<file path="src/rtl/scl_pkg.sv">
package scl_pkg;
  // One-cycle command pulses from the write decoder
  typedef struct packed {
    logic load_latch;
    logic req_reload;
    logic irq_off;
    logic irq_on;
  } scl_cmd_t;

  // {A13, A0} within the counter group
  typedef enum logic [1:0] {
    SEL_LATCH  = 2'b00,
    SEL_RELOAD = 2'b01,
    SEL_OFF    = 2'b10,
    SEL_ON     = 2'b11
  } scl_sel_e;
endpackage

</file>
<file path="src/rtl/scl_rst_sync.sv">
module scl_rst_sync #(
  parameter int STAGES = 2
) (
  input  logic clk,
  input  logic rst_n,
  output logic rst_sync_n
);
  logic [STAGES-1:0] chain_q;
  logic [STAGES-1:0] chain_d;

  always_comb chain_d = {chain_q[STAGES-2:0], 1'b1};

  always_ff @(posedge clk or negedge rst_n) begin
    if (!rst_n) chain_q <= '0;
    else        chain_q <= chain_d;
  end

  assign rst_sync_n = chain_q[STAGES-1];
endmodule

</file>
<file path="src/rtl/scl_edge_filter.sv">
module scl_edge_filter #(
  parameter int FILTER_EDGES = 3
) (
  input  logic clk,
  input  logic rst_n,
  input  logic m2,
  input  logic a12,
  output logic tick
);
  localparam int FW = $clog2(FILTER_EDGES + 1);
  localparam logic [FW-1:0] FMAX = FW'(FILTER_EDGES);

  logic          m2_q, a12_q;
  logic [FW-1:0] low_cnt, low_cnt_nx;
  logic          m2_fall, a12_rise;

  always_comb begin
    m2_fall  = m2_q & ~m2;
    a12_rise = ~a12_q & a12;
    tick     = a12_rise && (low_cnt == FMAX);
    low_cnt_nx = low_cnt;
    if (a12)                           low_cnt_nx = '0;
    else if (m2_fall && low_cnt != FMAX) low_cnt_nx = low_cnt + FW'(1);
  end

  always_ff @(posedge clk or negedge rst_n) begin
    if (!rst_n) begin
      m2_q    <= 1'b0;
      a12_q   <= 1'b1;
      low_cnt <= '0;
    end else begin
      m2_q    <= m2;
      a12_q   <= a12;
      low_cnt <= low_cnt_nx;
    end
  end

  // a high A12 sample empties the quiet-time count
  p_clear_on_high_r2: assert property (@(posedge clk) disable iff (!rst_n)
    a12 |=> (low_cnt == '0));

  // the quiet-time count saturates while A12 stays low
  p_saturate_r2: assert property (@(posedge clk) disable iff (!rst_n)
    (low_cnt == FMAX && !a12) |=> (low_cnt == FMAX));
endmodule

</file>
<file path="src/rtl/scl_reg_decode.sv">
module scl_reg_decode
  import scl_pkg::*;
(
  input  logic     wr_en,
  input  logic     cpu_a14,
  input  logic     cpu_a13,
  input  logic     cpu_a0,
  output scl_cmd_t cmd
);
  scl_sel_e sel;

  always_comb begin
    sel = scl_sel_e'({cpu_a13, cpu_a0});
    cmd = '0;
    if (wr_en && cpu_a14) begin
      unique case (sel)
        SEL_LATCH:  cmd.load_latch = 1'b1;
        SEL_RELOAD: cmd.req_reload = 1'b1;
        SEL_OFF:    cmd.irq_off    = 1'b1;
        SEL_ON:     cmd.irq_on     = 1'b1;
        default:    cmd            = '0;
      endcase
    end
  end
endmodule

</file>
<file path="src/rtl/scl_down_counter.sv">
module scl_down_counter
  import scl_pkg::*;
#(
  parameter int CNT_W = 8
) (
  input  logic             clk,
  input  logic             rst_n,
  input  logic             tick,
  input  scl_cmd_t         cmd,
  input  logic [CNT_W-1:0] wdata,
  output logic             irq_pend
);
  logic [CNT_W-1:0] cnt, cnt_nx, latch, latch_nx;
  logic             req, req_nx, en, en_nx, pend_nx;

  always_comb begin
    cnt_nx   = cnt;
    latch_nx = latch;
    req_nx   = req;
    en_nx    = en;
    pend_nx  = irq_pend;
    // tick evaluated on the state from before this cycle
    if (tick) begin
      if (cnt == '0 || req) begin
        cnt_nx = latch;
        req_nx = 1'b0;
      end else begin
        cnt_nx = cnt - CNT_W'(1);
      end
      if (cnt_nx == '0 && en) pend_nx = 1'b1;
    end
    // writes override what they touch
    if (cmd.load_latch) latch_nx = wdata;
    if (cmd.req_reload) begin
      cnt_nx = '0;
      req_nx = 1'b1;
    end
    if (cmd.irq_off) begin
      en_nx   = 1'b0;
      pend_nx = 1'b0;
    end
    if (cmd.irq_on) en_nx = 1'b1;
  end

  always_ff @(posedge clk or negedge rst_n) begin
    if (!rst_n) begin
      cnt      <= '0;
      latch    <= '0;
      req      <= 1'b0;
      en       <= 1'b0;
      irq_pend <= 1'b0;
    end else begin
      cnt      <= cnt_nx;
      latch    <= latch_nx;
      req      <= req_nx;
      en       <= en_nx;
      irq_pend <= pend_nx;
    end
  end

  // reload path copies the latch held before the tick
  p_reload_r5: assert property (@(posedge clk) disable iff (!rst_n)
    (tick && (cnt == '0 || req) && !cmd.req_reload) |=> (cnt == $past(latch) && !req));

  // decrement path
  p_decrement_r6: assert property (@(posedge clk) disable iff (!rst_n)
    (tick && cnt != '0 && !req && !cmd.req_reload) |=> (cnt == $past(cnt) - CNT_W'(1)));

  // no tick and no clear leaves the count alone
  p_hold_count_r6: assert property (@(posedge clk) disable iff (!rst_n)
    (!tick && !cmd.req_reload) |=> $stable(cnt));

  // clearing write empties the counter and arms a reload
  p_clear_r4: assert property (@(posedge clk) disable iff (!rst_n)
    cmd.req_reload |=> (cnt == '0 && req));

  // pending holds until acknowledged
  p_pend_hold_r7: assert property (@(posedge clk) disable iff (!rst_n)
    (irq_pend && !cmd.irq_off) |=> irq_pend);

  // acknowledge drops the request
  p_ack_r9: assert property (@(posedge clk) disable iff (!rst_n)
    cmd.irq_off |=> (!irq_pend && !en));

  // enable write
  p_enable_r8: assert property (@(posedge clk) disable iff (!rst_n)
    cmd.irq_on |=> en);
endmodule

</file>
<file path="src/rtl/scanline_irq.sv">
module scanline_irq
  import scl_pkg::*;
#(
  parameter int CNT_W        = 8,
  parameter int FILTER_EDGES = 3,
  parameter int SYNC_STAGES  = 2
) (
  input  logic             clk,
  input  logic             rst_n,
  input  logic             m2,
  input  logic             a12,
  input  logic             wr_en,
  input  logic             cpu_a14,
  input  logic             cpu_a13,
  input  logic             cpu_a0,
  input  logic [CNT_W-1:0] cpu_d,
  output logic             irq_n
);
  logic     rst_sync_n;
  logic     tick;
  logic     irq_pend;
  scl_cmd_t cmd;

  scl_rst_sync #(.STAGES(SYNC_STAGES)) u_rst (
    .clk        (clk),
    .rst_n      (rst_n),
    .rst_sync_n (rst_sync_n)
  );

  scl_edge_filter #(.FILTER_EDGES(FILTER_EDGES)) u_filt (
    .clk   (clk),
    .rst_n (rst_sync_n),
    .m2    (m2),
    .a12   (a12),
    .tick  (tick)
  );

  scl_reg_decode u_dec (
    .wr_en   (wr_en),
    .cpu_a14 (cpu_a14),
    .cpu_a13 (cpu_a13),
    .cpu_a0  (cpu_a0),
    .cmd     (cmd)
  );

  scl_down_counter #(.CNT_W(CNT_W)) u_cnt (
    .clk      (clk),
    .rst_n    (rst_sync_n),
    .tick     (tick),
    .cmd      (cmd),
    .wdata    (cpu_d),
    .irq_pend (irq_pend)
  );

  assign irq_n = ~irq_pend;

  // writes outside the counter group never produce a command
  p_ignore_low_a14_r10: assert property (@(posedge clk) disable iff (!rst_sync_n)
    (!cpu_a14 || !wr_en) |-> (cmd == '0));

  // the interrupt line falls only after a tick
  p_fall_after_tick_r7: assert property (@(posedge clk) disable iff (!rst_sync_n)
    (irq_n && !tick) |=> irq_n);
endmodule

</file>
<file path="config.mk">
export PLATFORM = sky130hd
export DESIGN_NAME = scanline_irq
export DESIGN_NICKNAME = d
export VERILOG_FILES = /design/src/rtl/scl_pkg.sv /design/src/rtl/scl_rst_sync.sv /design/src/rtl/scl_edge_filter.sv /design/src/rtl/scl_reg_decode.sv /design/src/rtl/scl_down_counter.sv /design/src/rtl/scanline_irq.sv
export SDC_FILE = /design/constraint.sdc
export NUM_CORES = 1
export LEC_CHECK = 0
export ABC_AREA = 1
export CAP_MARGIN = 20
export CORE_UTILIZATION = 40
export DETAILED_ROUTE_END_ITERATION = 7
export PLACE_DENSITY = 0.66
export SLEW_MARGIN = 10
export SYNTH_ARGS = -nofsm -noshare
export SYNTH_HDL_FRONTEND = slang
export SYNTH_SLANG_ARGS = --single-unit
</file>
<file path="constraint.sdc">
create_clock -name clk -period 0.85 [get_ports clk]
set_clock_uncertainty 0.1 [all_clocks]
set_input_delay 0.2125 -clock clk [delete_from_list [all_inputs] [get_ports clk]]
set_output_delay 0.2125 -clock clk [all_outputs]
set_load 0.005 [all_outputs]
</file>
==> results.tsv <==
stage	metric	value	unit
routing	drc	0	
clock_network	cts_tree	yes	
clock_network	cts_sinks	25	
sta	whs	-13.0	ps
run_status	failed_checks	negative hold slack, negative setup slack	
cells_and_area	nets	238	
cells_and_area	nFillCells	251	
synthesis	synth_top_family_by_area	simple AND/OR/NAND/NOR gates	
floorplan	start_util	42.4	%
global_route	overflow	0	
sta	hold_violations	3	
sta	period_share	198	%
pwr	max-vdd-ir-drop	0.00116	V
synthesis	ys_seq_area_share	48.0	%
floorplan	fp.dieW	59.1	µm
sta	finalSetupTns	-7870	ps
global_route	grt_max_degree	14	
run	drv_cap	0	
pwr	power_density	1860	nW/µm²
sta	worst_slack	-836	ps
sta	min_period	1690	ps
synthesis	synth-seq-cells	25	
global_route	track_usage	21.6	%
synthesis	post_synth_mux_area_share	2.59	%
synthesis	synthXorXnorAreaFrac	1.34	%
worst_setup_path	crit_path_end_kind	register	
floorplan	io_pins	17	
floorplan	dieHeight	59.1	µm
routing	wl_per_cell	12.8	µm
global_route	grt_first_pass_wirelength	5.57	mm
placement	finalWeightedCongestion	0.881	
sta	drv_slew	0	
pwr	p_leak	1.01	nW
placement	dp_hpwl	2.30	mm
clock_network	clk_path_buf_depth	2	
run_status	status	complete, but fails checks	
cells_and_area	seqCellArea	627	µm²
pwr	p_total	3.96	mW
worst_setup_path	crit_required	1010	ps
worst_setup_path	crit_path_start_kind	register	
floorplan	rows	20	
worst_setup_path	r2r-end	u_cnt.irq_pend$_DFFE_PN0P_	
worst_setup_path	arrival	1850	ps
routing	ant_nets	0	
cells_and_area	antennaDiodeCount	0	
synthesis	synthAdderAreaFrac	2.88	%
global_route	grt_pass1_vias	1337	
floorplan	die-area	3500	µm²
synthesis	yosys_warnings	0	
cells_and_area	area_delta_synth_final	63.3	%
worst_setup_path	reg2reg_depth	11	
routing	dr.pass1.iters	4	
placement	dpl_cell_area	1860	µm²
worst_setup_path	crit_type	reg -> reg	
synthesis	synth_compound_area_share	10.7	%
sta	finalSetupViolCount	16	
routing	vias	1209	
clock_network	worstSkewPairLatency	320	ps
synthesis	synth-simple-area-share	27.0	%
synthesis	synthCells	156	
routing	viasPerCell	4.61	
routing	drt_iter0_markers	24	
cells_and_area	drive_above_1_share	56.0	%
worst_hold_path	hold_path_class	reg -> async	
global_route	grt_antenna_before_repair	0	
synthesis	syn_area	1310	µm²
synthesis	syn_avg_cell_area	8.37	µm²
clock_network	clk_pin_slew	130	ps
synthesis	synth_nets	175	
worst_setup_path	rrSetupSlack	-840	ps
clock_network	numCtsBuffers	3	
worst_setup_path	cp_max_fo	7	
sta	clock.fmax	593	MHz
clock_network	cts_htree_levels	1	
worst_setup_path	timing.rr.start	u_cnt.cnt[1]$_DFFE_PN0P_	
cells_and_area	multi_input_area	828	µm²
cells_and_area	fin_area	2130	µm²
floorplan	coreArea	3080	µm²
synthesis	synthDistinctLibCells	26	
placement	io_buffer_count	16	
routing	wirelength	3.35	mm
clock_network	root_buffer	clkbuf_4	
sta	rsz0062_at_grt	yes	
==> layer usage <==
metal	track usage, %	up-vias	part of all wire [%]
met5	0	-	0
met4	10.9	0	3.4
met3	1.97	12	2.5
met2	40.4	26	52
met1	24.3	553	42
li1	-	618	-
==> power breakdown <==
part	internal [mW]	total (mW)	switching (mW)	leakage [nW]
Clock	0.184	0.533	0.349	0.0150
Combinational	0.998	1.98	0.985	0.694
Sequential	1.35	1.45	0.102	0.305
Total	2.53	3.96	1.44	1.01
==> sequential cells by signal, summed over array words and instances (netlist names) <==
| register | flops |
|---|---|
| u_cnt.req | 1 |
| u_cnt.irq_pend | 1 |
| u_filt.m2_q | 1 |
| u_rst.chain_q | 2 |
| u_cnt.cnt | 8 |
| u_filt.low_cnt | 2 |
| u_filt.a12_q | 1 |
| u_cnt.en | 1 |
| u_cnt.latch | 8 |
==> logic make-up (layout without fill, tap and decap cells) <==
family | after synthesis | count (layout)
and+or+nand+nor | 74 | 74
DFF | 25 | 25
AOI/OAI and AO/OA | 24 | 24
buffers and inverters | 24 | 86
adders and majority gates | 3 | 3
muxes | 3 | 3
xor gates and xnor gates | 2 | 2
other | 1 | 1
==> critical path: stages (launching register included) <==
cell,delay [ps]
dfrtp_1,360
inv_2,70
ha_4,180
nand3_4,60
nor2_4,40
nor2_4,220
nand3_2,150
nand2_2,100
nand2_1,50
nor2_1,110
nand2_1,80
a21oi_2,110
==> cells in the final DEF, fill, tap and decap left out, drive strengths merged, types with 3 or more instances in the layout <==
cell type | Yosys | layout
buf | 1 | 46
nand2 | 39 | 39
dfrtp | 24 | 24
inv | 23 | 23
nor2 | 22 | 22
nand3 | 12 | 12
clkdlybuf4s50 | 0 | 11
o21ai | 9 | 9
a21oi | 9 | 9
o22ai | 5 | 5
clkbuf | 0 | 5
mux2 | 3 | 3
ha | 3 | 3
==> cell usage after synthesis (all sizes together) <==
master | count | area [µm²]
conb | 1 | 3.75
o21bai | 1 | 7.51
xor2 | 1 | 8.76
mux2 | 3 | 33.8
nor2 | 22 | 100
buf | 1 | 3.75
o22ai | 5 | 31.3
o21ai | 9 | 52.6
nand3 | 12 | 60.1
a21oi | 9 | 48.8
nor3 | 1 | 10.0
ha | 3 | 37.5
xnor2 | 1 | 8.76
dfrtp | 24 | 601
dfstp | 1 | 26.3
inv | 23 | 88.8
nand2 | 39 | 183
==> worst max path at each step <==
stage,start,to,slack (ps),depth (start not counted)
6_report,u_cnt.cnt[1]$_DFFE_PN0P_,u_cnt.irq_pend$_DFFE_PN0P_,-840,11
2_1_floorplan,u_cnt.cnt[0]$_DFFE_PN0P_,u_cnt.irq_pend$_DFFE_PN0P_,-630,12
5_1_grt,u_cnt.cnt[1]$_DFFE_PN0P_,u_cnt.irq_pend$_DFFE_PN0P_,-960,11
3_3_place_gp,wr_en,u_cnt.cnt[3]$_DFFE_PN0P_,-800,7
4_1_cts,u_cnt.cnt[0]$_DFFE_PN0P_,u_cnt.irq_pend$_DFFE_PN0P_,-800,11
3_5_place_dp,wr_en,u_cnt.cnt[3]$_DFFE_PN0P_,-840,7
==> cell type report <==
class                      instances  area share [%]
timing repair buffer              59            23.6
tap                               44            2.58
clock buffer                       4            1.23
sequential                        25            29.4
multi-input combinational        107            38.9
inverter                          23            4.29
==> stage by stage <==
step	instances	setup slack (ps)	hold slack (ps)	util [%]
final	262	-836	-13.0	69.2
after detailed placement	249	-838	-17.5	60.4
after floorplan	156	-632	-183	-
after global placement	249	-800	-21.8	60.4
after CTS	259	-800	-2.50	65.8
after global routing	262	-962	25.0	69.2
==> repair_timing <==
action	in CTS	in global routing
gates resized for setup	48	28
pin swaps	25	16
hold buffers	1	0
setup buffers	35	4
endpoints found under the setup margin	22	20
endpoints found under the hold margin	5	0
No activity file was read; power rests on OpenSTA's default activity.
